--- src/rtl/hamming_scrub_rf.sv ---
module hamming_scrub_rf #(
  parameter int DEPTH  = 8,
  parameter int PERIOD = 16,
  parameter int CNT_W  = 8
) (
  input  logic                     clk,
  input  logic                     rst_n,
  input  logic                     wr_en,
  input  logic [$clog2(DEPTH)-1:0] wr_addr,
  input  logic [3:0]               wr_data,
  input  logic                     rd_en,
  input  logic [$clog2(DEPTH)-1:0] rd_addr,
  output logic [3:0]               rd_data,
  output logic                     rd_corrected,
  input  logic                     inj_en,
  input  logic [$clog2(DEPTH)-1:0] inj_addr,
  input  logic [6:0]               inj_mask,
  output logic                     scrub_fix,
  output logic [$clog2(DEPTH)-1:0] scrub_addr,
  output logic [CNT_W-1:0]         fix_count
);
  localparam int AW = $clog2(DEPTH);
  localparam int TW = (PERIOD > 1) ? $clog2(PERIOD) : 1;
  localparam logic [AW-1:0] LAST = AW'(DEPTH - 1);

  // codeword bit k holds Hamming position k+1: checks at 1,2,4, data at 3,5,6,7
  function automatic logic [6:0] encode(input logic [3:0] d);
    logic [6:0] c;
    c[2] = d[0];
    c[4] = d[1];
    c[5] = d[2];
    c[6] = d[3];
    c[0] = d[0] ^ d[1] ^ d[3];
    c[1] = d[0] ^ d[2] ^ d[3];
    c[3] = d[1] ^ d[2] ^ d[3];
    return c;
  endfunction

  function automatic logic [2:0] syndrome(input logic [6:0] c);
    return {c[3] ^ c[4] ^ c[5] ^ c[6],
            c[1] ^ c[2] ^ c[5] ^ c[6],
            c[0] ^ c[2] ^ c[4] ^ c[6]};
  endfunction

  function automatic logic [6:0] repair(input logic [6:0] c);
    logic [6:0] r;
    logic [2:0] s;
    r = c;
    s = syndrome(c);
    if (s != 3'd0) r[s - 3'd1] = ~r[s - 3'd1];
    return r;
  endfunction

  function automatic logic [3:0] extract(input logic [6:0] c);
    return {c[6], c[5], c[4], c[2]};
  endfunction

  logic [6:0]    mem [DEPTH];
  logic [TW-1:0] tmr;
  logic          visit;
  logic [6:0]    scrub_word;
  logic [6:0]    rd_word;
  logic          scrub_wb;

  assign visit      = (tmr == TW'(PERIOD - 1));
  assign scrub_word = mem[scrub_addr];
  assign rd_word    = mem[rd_addr];
  assign scrub_wb   = visit && (syndrome(scrub_word) != 3'd0)
                      && !(wr_en && wr_addr == scrub_addr)
                      && !(inj_en && inj_addr == scrub_addr);

  always_ff @(posedge clk or negedge rst_n) begin
    if (!rst_n) begin
      for (int i = 0; i < DEPTH; i++) mem[i] <= '0;
    end else begin
      for (int i = 0; i < DEPTH; i++) begin
        if (wr_en && wr_addr == AW'(i))
          mem[i] <= encode(wr_data);
        else if (inj_en && inj_addr == AW'(i))
          mem[i] <= mem[i] ^ inj_mask;
        else if (scrub_wb && scrub_addr == AW'(i))
          mem[i] <= repair(scrub_word);
      end
    end
  end

  always_ff @(posedge clk or negedge rst_n) begin
    if (!rst_n) begin
      tmr        <= '0;
      scrub_addr <= '0;
      scrub_fix  <= 1'b0;
      fix_count  <= '0;
    end else begin
      scrub_fix <= scrub_wb;
      if (visit) begin
        tmr        <= '0;
        scrub_addr <= (scrub_addr == LAST) ? '0 : scrub_addr + 1'b1;
      end else begin
        tmr <= tmr + 1'b1;
      end
      if (scrub_wb && fix_count != '1) fix_count <= fix_count + 1'b1;
    end
  end

  always_ff @(posedge clk or negedge rst_n) begin
    if (!rst_n) begin
      rd_data      <= '0;
      rd_corrected <= 1'b0;
    end else begin
      rd_corrected <= rd_en && (syndrome(rd_word) != 3'd0);
      if (rd_en) rd_data <= extract(repair(rd_word));
    end
  end
endmodule


--- config.mk ---
export PLATFORM = sky130hd
export DESIGN_NAME = hamming_scrub_rf
export DESIGN_NICKNAME = d
export VERILOG_FILES = /design/src/rtl/hamming_scrub_rf.sv
export SDC_FILE = /design/constraint.sdc
export NUM_CORES = 1
export LEC_CHECK = 0
export ABC_AREA = 1
export BUFFER_PORTS_ARGS = -buffer_cell sky130_fd_sc_hd__buf_2
export CAP_MARGIN = 30
export CORE_MARGIN = 10
export CORE_UTILIZATION = 35
export CTS_CLUSTER_DIAMETER = 30
export DETAILED_ROUTE_END_ITERATION = 16
export PLACE_DENSITY = 0.6
export SETUP_SLACK_MARGIN = 0.5
export SLEW_MARGIN = 20
export SYNTH_ARGS = -nofsm -noshare
export SYNTH_HDL_FRONTEND = slang
export SYNTH_SLANG_ARGS = --single-unit
--- constraint.sdc ---
create_clock -name clk -period 11.48 [get_ports clk]
set_clock_uncertainty 0.15 [all_clocks]
set_input_delay 0.574 -clock clk [delete_from_list [all_inputs] [get_ports clk]]
set_output_delay 0.574 -clock clk [all_outputs]
set_load 0.02 [all_outputs]
Word level (Yosys, flattened, before mapping)
Index checks and enable logic that the tools add are counted.
{"block": "totals", "ff_bits": 77, "output_inout_bits": 17}
{"block": "classes", "bitwise": 36, "magnitude_cmp": 6, "n_reduce_logical": 48, "mux": 44, "n_addsub": 5, "eq_ne": 25}
{"cell": "$mux 7", "count": 30}
{"cell": "$xor 7x7->7", "count": 8}
{"cell": "$bmux 7 s3", "count": 2}
{"cell": "$eq 3x3->1 const B", "count": 12}
{"cell": "$logic_and 1x1->1", "count": 33}
{"cell": "$reduce_bool 3->1", "count": 10}
{"cell": "$xor 1x1->1", "count": 24}
{"cell": "$eq 3x2->1 const B", "count": 6}
{"cell": "$bwmux 7", "count": 2}
{"cell": "$eq 3x1->1 const B", "count": 3}
{"cell": "$logic_not 3->1", "count": 3}
{"cell": "$add 8x1->8 const B", "count": 1}
{"cell": "$ge 4x4->1 const B", "count": 2}
{"cell": "$lt 3x4->1 const B", "count": 2}
{"cell": "$ne 8x8->1 const B", "count": 1}
{"cell": "$not 3->4", "count": 2}
{"cell": "$bmux 1 s3", "count": 2}
{"cell": "$demux 1 s3", "count": 2}
{"cell": "$eq 3x3->1", "count": 2}
{"cell": "$ge 3x1->1 const B", "count": 2}
{"cell": "$sub 3x1->3 const B", "count": 2}
{"cell": "$add 4x1->4 const B", "count": 1}
{"cell": "$eq 4x4->1 const B", "count": 1}
{"cell": "$mux 1", "count": 4}
{"cell": "other kinds (5)", "count": 7}

Logic depth before layout (Yosys ltp)
Gate-level depths: netlist of run 1.
{"block": "depth", "depth_word": 17, "mapped_depth": 25, "ltp_nobuf": 23}

Worst setup path before layout of run 1
No wires, ideal clock.
{"block": "synth_timing", "path_type": "register to register", "from": "reg scrub_addr[0]", "to": "reg mem[12] in the netlist's numbering", "arrival_time_ns": 3.631, "setup_time_ns": 0.131, "path_buffers": 4, "setup_slack_ns": 7.567, "stages_incl_launch_ff": 23, "t_required_ns": 11.199, "period_less_slack_ns": 3.913, "cell_sequence": "dfrtp_1 buf_4 buf_2 o21ai_0 o21ai_0 o21ai_2 xor2_1 xor2_1 inv_1 ha_1 nand3_2 inv_1 ha_1 inv_1 nand2_1 a31oi_1 and2_1 buf_4 nand3_1 and2_1 clkbuf_1 a221oi_1 a21oi_2"}
{"block": "synth_between", "word_cells_on_any_way": 40, "classes_between": "add/sub: 1; order compare: 2; eq/ne: 3; mux: 12; bitwise: 11; reduce/logical: 11"}
{"element": "from (decl)", "line": "19", "rtl": "output logic [$clog2(DEPTH)-1:0] scrub_addr,"}
{"element": "from (signal assigned)", "line": "97", "rtl": "scrub_addr <= (scrub_addr == LAST) ? '0 : scrub_addr + 1'b1;"}
{"element": "$not 3->4 (implied by the code)", "line": "66", "rtl": "assign scrub_word = mem[scrub_addr];"}
{"element": "$bmux 7 s3", "line": "66"}
{"element": "$mux 7 (implied by the code) (2 in a row)", "line": "66"}
{"element": "$xor 1x1->1, on equally long branches (3 in a row)", "line": "42, 40, 41"}
{"element": "$reduce_bool 3->1", "line": "68", "rtl": "assign scrub_wb = visit && (syndrome(scrub_word) != 3'd0)"}
{"element": "$logic_and 1x1->1", "line": "68"}
{"element": "$logic_and 1x1->1", "line": "69", "rtl": "&& !(wr_en && wr_addr == scrub_addr)"}
{"element": "$logic_and 1x1->1 (*)", "line": "70", "rtl": "&& !(inj_en && inj_addr == scrub_addr);"}
{"element": "named net scrub_wb", "line": "63", "rtl": "logic scrub_wb;"}
{"element": "$logic_and 1x1->1 (*)", "line": "81", "rtl": "else if (scrub_wb && scrub_addr == AW'(i))"}
{"element": "$reduce_bool 3->1 (no source line) (*)"}
{"element": "to (signal, indexed assignment)", "line": "78", "rtl": "mem[i] <= encode(wr_data);"}
{"element": "to (signal, indexed assignment)", "line": "80", "rtl": "mem[i] <= mem[i] ^ inj_mask;"}
{"element": "to (signal, indexed assignment)", "line": "82", "rtl": "mem[i] <= repair(scrub_word);"}
{"element": "to (decl)", "line": "58", "rtl": "logic [6:0] mem [DEPTH];"}
Mark *: on every way through the listed nets, which the timed path passes. The rest lies on a longest branch. The select of a mux whose other input is x is not followed.
A chain may end at the register's enable or synchronous reset.

Final worst setup path of run 1
{"block": "layout_timing", "from": "reg scrub_addr[1]", "to": "reg mem[27] in the netlist's numbering"}
{"block": "layout_between", "elab_chain_cells": 17, "word_cells_on_any_way": 40, "classes_between": "add/sub: 1; order compare: 2; eq/ne: 3; mux: 12; bitwise: 11; reduce/logical: 11"}
{"element": "$not 3->4 (implied by the code)", "line": "66"}
{"element": "$bmux 7 s3", "line": "66"}
{"element": "$mux 7 (implied by the code) (2 in a row)", "line": "66"}
{"element": "$xor 1x1->1, on equally long branches (3 in a row)", "line": "42, 40, 41"}
{"element": "$sub 3x1->3", "line": "50", "rtl": "if (s != 3'd0) r[s - 3'd1] = ~r[s - 3'd1];"}
{"element": "$lt 3x4->1 (implied by the code) or $ge 3x1->1 (tied branches)", "line": "50"}
{"element": "$logic_and 1x1->1 (implied by the code)", "line": "50"}
{"element": "$mux 1 (implied by the code)", "line": "50"}
{"element": "$demux 1 s3", "line": "50"}
{"element": "$bwmux 7", "line": "50"}
{"element": "$mux 7", "line": "50"}
{"element": "$mux 7", "line": "81"}
{"element": "$mux 7", "line": "79", "rtl": "else if (inj_en && inj_addr == AW'(i))"}
{"element": "$mux 7", "line": "77", "rtl": "if (wr_en && wr_addr == AW'(i))"}
Parallel ways exist; a longest one is shown, timed or not. The select of a mux whose other input is x is not followed.

==> results.toml, run 1 <==
[worst_setup_path]
worstPathArrival_ns = 4.91
reg2regPathDepth = 19
cp_max_fo = 27
required_ns = 11.55
crit_path_end_kind = "register"
criticalPathCategory = "register to register"
crit_path_start_kind = "register"

[power_and_ir_drop]
irDropWorstVdd_uv = 225
power_leakage_nw = 3.66
p_per_area_mw_per_mm2 = 345
total_power_w = 0.00259

[grt]
antenna_found_initial = 1
use_met3 = 0.0367
met2_usage = 0.285
grt_max_degree = 44
first_global_vias = 6315
grt_usage = 0.186
top_usage_layer = "met2"
grt_pass1_wl_mm = 37.5
overflow = 0
gr-usage-met1 = 0.259

[die]
initial_core_util = 0.360
core_area_mm2 = 0.0189
die-width_um = 159
die-area_mm2 = 0.0254
ioPinCount = 42
die_height_um = 159
rows = 50

[synth]
synth_seq_area_share = 0.283
synth_nets = 1020
synth_area_leaders = "dfrtp_1 (28%), nand2_1 (9.5%), xor2_1 (7.6%)"
synth_edf_count = 0
synthArstFlopShare = 1.00
synth_cell_type_count = 42
syn-mean-instance-area_um2 = 6.94
synth_cells = 981
synth_top_cell_by_area = "dfrtp_1"
yosysWarningCount = 0
synth_seq_cells = 77
netlist_area_mm2 = 0.00681
synthFlopType = "dfrtp_1"
yosysTopAreaCellShare = 0.283

[cts]
cts-root-buf = "clkbuf_16"
numCtsBuffers = 9
clkSinkCount = 77
cts_setup_buffers = 0
ctsResizeCount = 0
max-clock-path-buffers = 2
holdBufCountCts = 0
cts_tree = "yes"
clk_latency_ns = 0.36
clk_pin_slew_worst_paths_ns = 0.07
cts_htree_levels = 3

[sta]
rsz0062_at_grt = "false"
drv_slew = 0
worst_pin_slew_ns = 0.920
setup_viol = 0
finalSetupTns_ns = 0
fmax_mhz = 207
slew_headroom = 0.386
period_share = 0.421
hold_viol = 0
period_minus_slack_ns = 4.84

[hold_path]
hold_class = "input port to asynchronous set/reset pin"

[routing]
via_per_inst = 5.38
wl_mm = 24.6
route.vias.total = 6810
drt_first_pass_iters = 5
drt_iter0_markers = 754
drcViolationCount = 0
ant_nets = 0
wl_per_cell_um = 19.4

[cells_and_area]
fin_nets = 1039
mostFrequentLayoutCells = "nand2_1 (173), nor2_1 (129), inv_1 (106)"
drive_gt1_frac = 0.119
layout_commonest_cell = "nand2_1"
syn2layout_area_growth_pct = 10.3

[placement]
dpl.hpwl_mm = 18.0
gp_congestion = 0.999
io_buffers = 41

[outcome]
outcome = "completed"

[flow_run]
drv_cap = 0
## cells by family after synthesis
family	after synthesis	synth area share
xor+xnor	83	0.107
simple gates	419	0.288
flops	77	0.283
compound gates	232	0.201
mux	2	0.00312
fa+ha+maj	14	0.0257
buf+inv	154	0.0922
## per-stage QoR
stage / instance area (µm²) / hold WS [ns] / util / cells / setup WS (ns)
final: 7510 / 0.0237 / 0.398 / 1266 / 6.64
after global routing: 7510 / 0.0668 / 0.398 / 1265 / 6.18
after CTS: 7500 / 0.0523 / 0.397 / 1264 / 6.75
after detailed placement: 7190 / 0.313 / 0.381 / 1248 / 6.77
after global placement: 7180 / 0.310 / 0.380 / 1247 / 6.89
after floorplan: 6810 / 0.128 / - / 981 / 7.57
## worst paths after layout
path / end / start / slack [ns]
max in group asynchronous: mem[43]$_DFFE_PN0P_ / rst_n / 10.17
min reg2reg: rd_data[0]$_DFFE_PN0P_ / rd_data[0]$_DFFE_PN0P_ / 0.33
min: mem[1]$_DFFE_PN0P_ / rst_n / 0.02
min in group clk: rd_data[0]$_DFFE_PN0P_ / rd_data[0]$_DFFE_PN0P_ / 0.33
max: mem[27]$_DFFE_PN0P_ / scrub_addr[1]$_DFFE_PN0N_ / 6.64
max reg2reg: mem[27]$_DFFE_PN0P_ / scrub_addr[1]$_DFFE_PN0N_ / 6.64
## layout make-up
type | instances | area, µm²
well taps | 260 | 325
clock buffers | 9 | 225
multi-input cells | 750 | 4260
inverters | 114 | 430
repair buffers | 48 | 260
clock inverters | 7 | 87.6
fillers | 2055 | 11400
diodes | 1 | 2.50
flip-flops and latches | 77 | 1930
## power by group
group | internal [W] | switching, W | leakage (nW)
Sequential | 0.000379 | 0.000143 | 0.875
Clock | 0.000175 | 0.000141 | 0.155
Combinational | 0.000547 | 0.00121 | 2.63
## sequential cells by signal, indices dropped and copies added, names as in the netlist
| name | cells |
|---|---|
| scrub_addr | 3 |
| mem | 56 |
| rd_data | 4 |
| fix_count | 8 |
| rd_corrected | 1 |
| tmr | 4 |
| scrub_fix | 1 |
## layer usage
layer / up-vias / wire (µm)
met5: - / 0
met4: 0 / 562
met3: 36 / 1960
met2: 325 / 10900
met1: 3178 / 11200
li1: 3271 / -
## cell usage after synthesis, types with 11 or more instances
master      n
nand2_1   173
nor2_1    129
inv_1     106
a21oi_1   103
dfrtp_1    77
nand3_1    66
xor2_1     59
o21ai_0    50
a221oi_1   24
xnor2_1    24
clkbuf_1   22
a211oi_1   18
ha_1       14
a21oi_2    11
nand2_2    11
## worst max-delay path, stage by stage, from the launching register on
cell,delay [ns]
dfrtp_1,0.95
inv_2,0.27
nand3_1,0.19
nand3_1,0.09
nand2_2,0.13
xor2_1,0.18
xor2_1,0.15
inv_1,0.08
ha_1,0.41
nand3_2,0.15
inv_1,0.08
ha_1,0.20
inv_1,0.07
nand2_1,0.07
a31oi_1,0.03
and2_1,0.31
a31oi_1,0.63
inv_1,0.32
nor2_1,0.16
a21oi_1,0.06
(Power assumes the default switching activity.)
==> run 2, diff against run 1 <==
PLACE_DENSITY = 0.62   (was 0.6)
clock period = 4.2 ns   (was 11.48 ns; I/O delays follow)
==> results.toml, run 2 (same netlist as run 1, synthesis figures left out) <==
[outcome]
outcome = "completed"

[cts]
cts_htree_levels = 3
max-clock-path-buffers = 2
clk_pin_slew_worst_paths_ns = 0.07
numCtsBuffers = 9
clkSinkCount = 77
cts_tree = "yes"
cts-root-buf = "clkbuf_16"
clk_latency_ns = 0.36

[sta]
finalSetupTns_ns = 0
fmax_mhz = 276
period_minus_slack_ns = 3.62
worst_slack_ns = 0.579
hold_viol = 0
rsz0062_at_grt = "true"
setup_viol = 0
drv_slew = 0
period_share = 0.862
worst_pin_slew_ns = 1.17
slew_headroom = 0.217

[die]
die_height_um = 159
ioPinCount = 42
rows = 50
initial_core_util = 0.360
die-width_um = 159
die-area_mm2 = 0.0254
core_area_mm2 = 0.0189

[worst_setup_path]
crit_path_start_kind = "register"
criticalPathCategory = "register to register"
cp_max_fo = 14
required_ns = 4.29
crit_path_end_kind = "register"
worstPathArrival_ns = 3.71

[cells_and_area]
largest_register = "mem"
final_util = 0.444
largest_reg_flops = 56
finalNonFillerCells = 1301
top_regs = "mem x56, fix_count x8"
fillers = 1951
mostFrequentLayoutCells = "nand2_1 (172), nor2_1 (119), a21oi_1 (97)"
drive_gt1_frac = 0.232
diodes = 0
layout_commonest_cell = "nand2_1"
fin_nets = 1075
syn2layout_area_growth_pct = 23.1

[grt]
grt_usage = 0.194
grt_max_degree = 54
antenna_found_initial = 0
grt_pass1_wl_mm = 38.9
first_global_vias = 6616
overflow = 0

[placement]
io_buffers = 41
gp_congestion = 0.972
pre_cts_slack_ns = 0.201
dpl.hpwl_mm = 18.7
post-place-cells = 1263

[power_and_ir_drop]
p_seq_frac = 0.195
power.share.switching = 0.568
p_int_w = 0.00319
p_sw_w = 0.00420
irDropWorstVdd_uv = 459
p_clk_frac = 0.115
power_leakage_nw = 4.00
total_power_w = 0.00739
combPwrFrac = 0.690
p_per_area_mw_per_mm2 = 881

[routing]
drcViolationCount = 0
ant_nets = 0
drt_iter0_markers = 874
route.vias.total = 7083
wl_per_cell_um = 19.8
wl_mm = 25.8
via_per_inst = 5.44
drt_first_pass_iters = 5

[flow_run]
drv_cap = 0

[hold_path]
hold_class = "input port to register"
[run 2: cell types whose count changed in the layout (fill, tap and decap cells not counted), moves of 10 or more]
cell	change
a211oi_1	-16
a211oi_2	+16
a221oi_1	-24
a221oi_2	+20
buf_4	+23
inv_1	-11
nor2_1	-10
[run 2: layer usage]
| metal | vias to the layer above | track usage | wire length (µm) |
|---|---|---|---|
| li1 | 3358 | - | - |
| met1 | 3312 | 0.259 | 11000 |
| met2 | 355 | 0.290 | 11400 |
| met3 | 58 | 0.0514 | 2440 |
| met4 | 0 | 0.0762 | 1010 |
| met5 | - | 0 | 0 |
[run 2: power by group through the flow]
stage	Sequential, W	Combinational [W]	Clock, W
floorplan	0.00133	0.00354	0
global placement	0.00143	0.00472	0
detailed placement	0.00143	0.00474	0
CTS	0.00142	0.00482	0.000860
global route	0.00147	0.00555	0.000895
finish	0.00144	0.00510	0.000851
[run 2: worst max-delay path: stages (launching register included)]
cell,delay [ns]
dfrtp_2,0.43
buf_12,0.14
buf_6,0.14
a21oi_1,0.14
o21ai_1,0.10
o21ai_1,0.11
nand2_1,0.07
o21a_1,0.14
inv_2,0.07
xor2_1,0.14
inv_1,0.09
ha_4,0.25
nand3_4,0.08
inv_2,0.05
ha_4,0.16
inv_2,0.06
nand2_2,0.05
a31oi_1,0.19
and2_4,0.19
buf_8,0.14
nand3_1,0.09
and2_4,0.21
a221oi_4,0.22
a21oi_2,0.08
[run 2: what timing repair did]
item                                    in CTS  in global routing
setup buffers                                9                  7
gates resized for setup                     38                 79
pin swaps                                    2                 16
endpoints found under the setup margin      61                 66
hold buffers                                 1                  0
cloned                                       2                  0
hold endpoints to repair                    24                  0
[run 2: cell type report]
cell class,count,area [µm²],area share
Clock buffer,9,225,0.0269
Clock inverter,7,91.3,0.0109
Inverter,114,459,0.0548
Multi-Input combinational cell,750,4750,0.566
Sequential cell,77,1930,0.230
Tap cell,260,325,0.0388
Timing Repair Buffer,84,611,0.0728
[run 2: path summary, 6_finish.rpt]
check                                          start  cells past startpoint                         to  slack [ns]
setup / recovery           scrub_addr[0]$_DFFE_PN0N_                     23        mem[18]$_DFFE_PN0P_        0.58
hold / removal                                 rd_en                      3     rd_corrected$_DFF_PN0_        0.04
setup reg to reg           scrub_addr[0]$_DFFE_PN0N_                     23        mem[18]$_DFFE_PN0P_        0.58
hold reg to reg               rd_data[0]$_DFFE_PN0P_                      2     rd_data[0]$_DFFE_PN0P_        0.33
max in group asynchronous                      rst_n                      3  scrub_addr[0]$_DFFE_PN0N_        3.11
min in group asynchronous                      rst_n                      2        mem[34]$_DFFE_PN0P_        0.16
[run 2: metrics by stage]
stage | instance area (µm²) | hold WS (ns)
3_3_place_gp | 7370 | 0.314
2_1_floorplan | 6910 | -0.236
3_5_place_dp | 7420 | 0.00241
4_1_cts | 7970 | 0.0447
6_report | 8390 | 0.0422
5_1_grt | 8390 | 0.0631
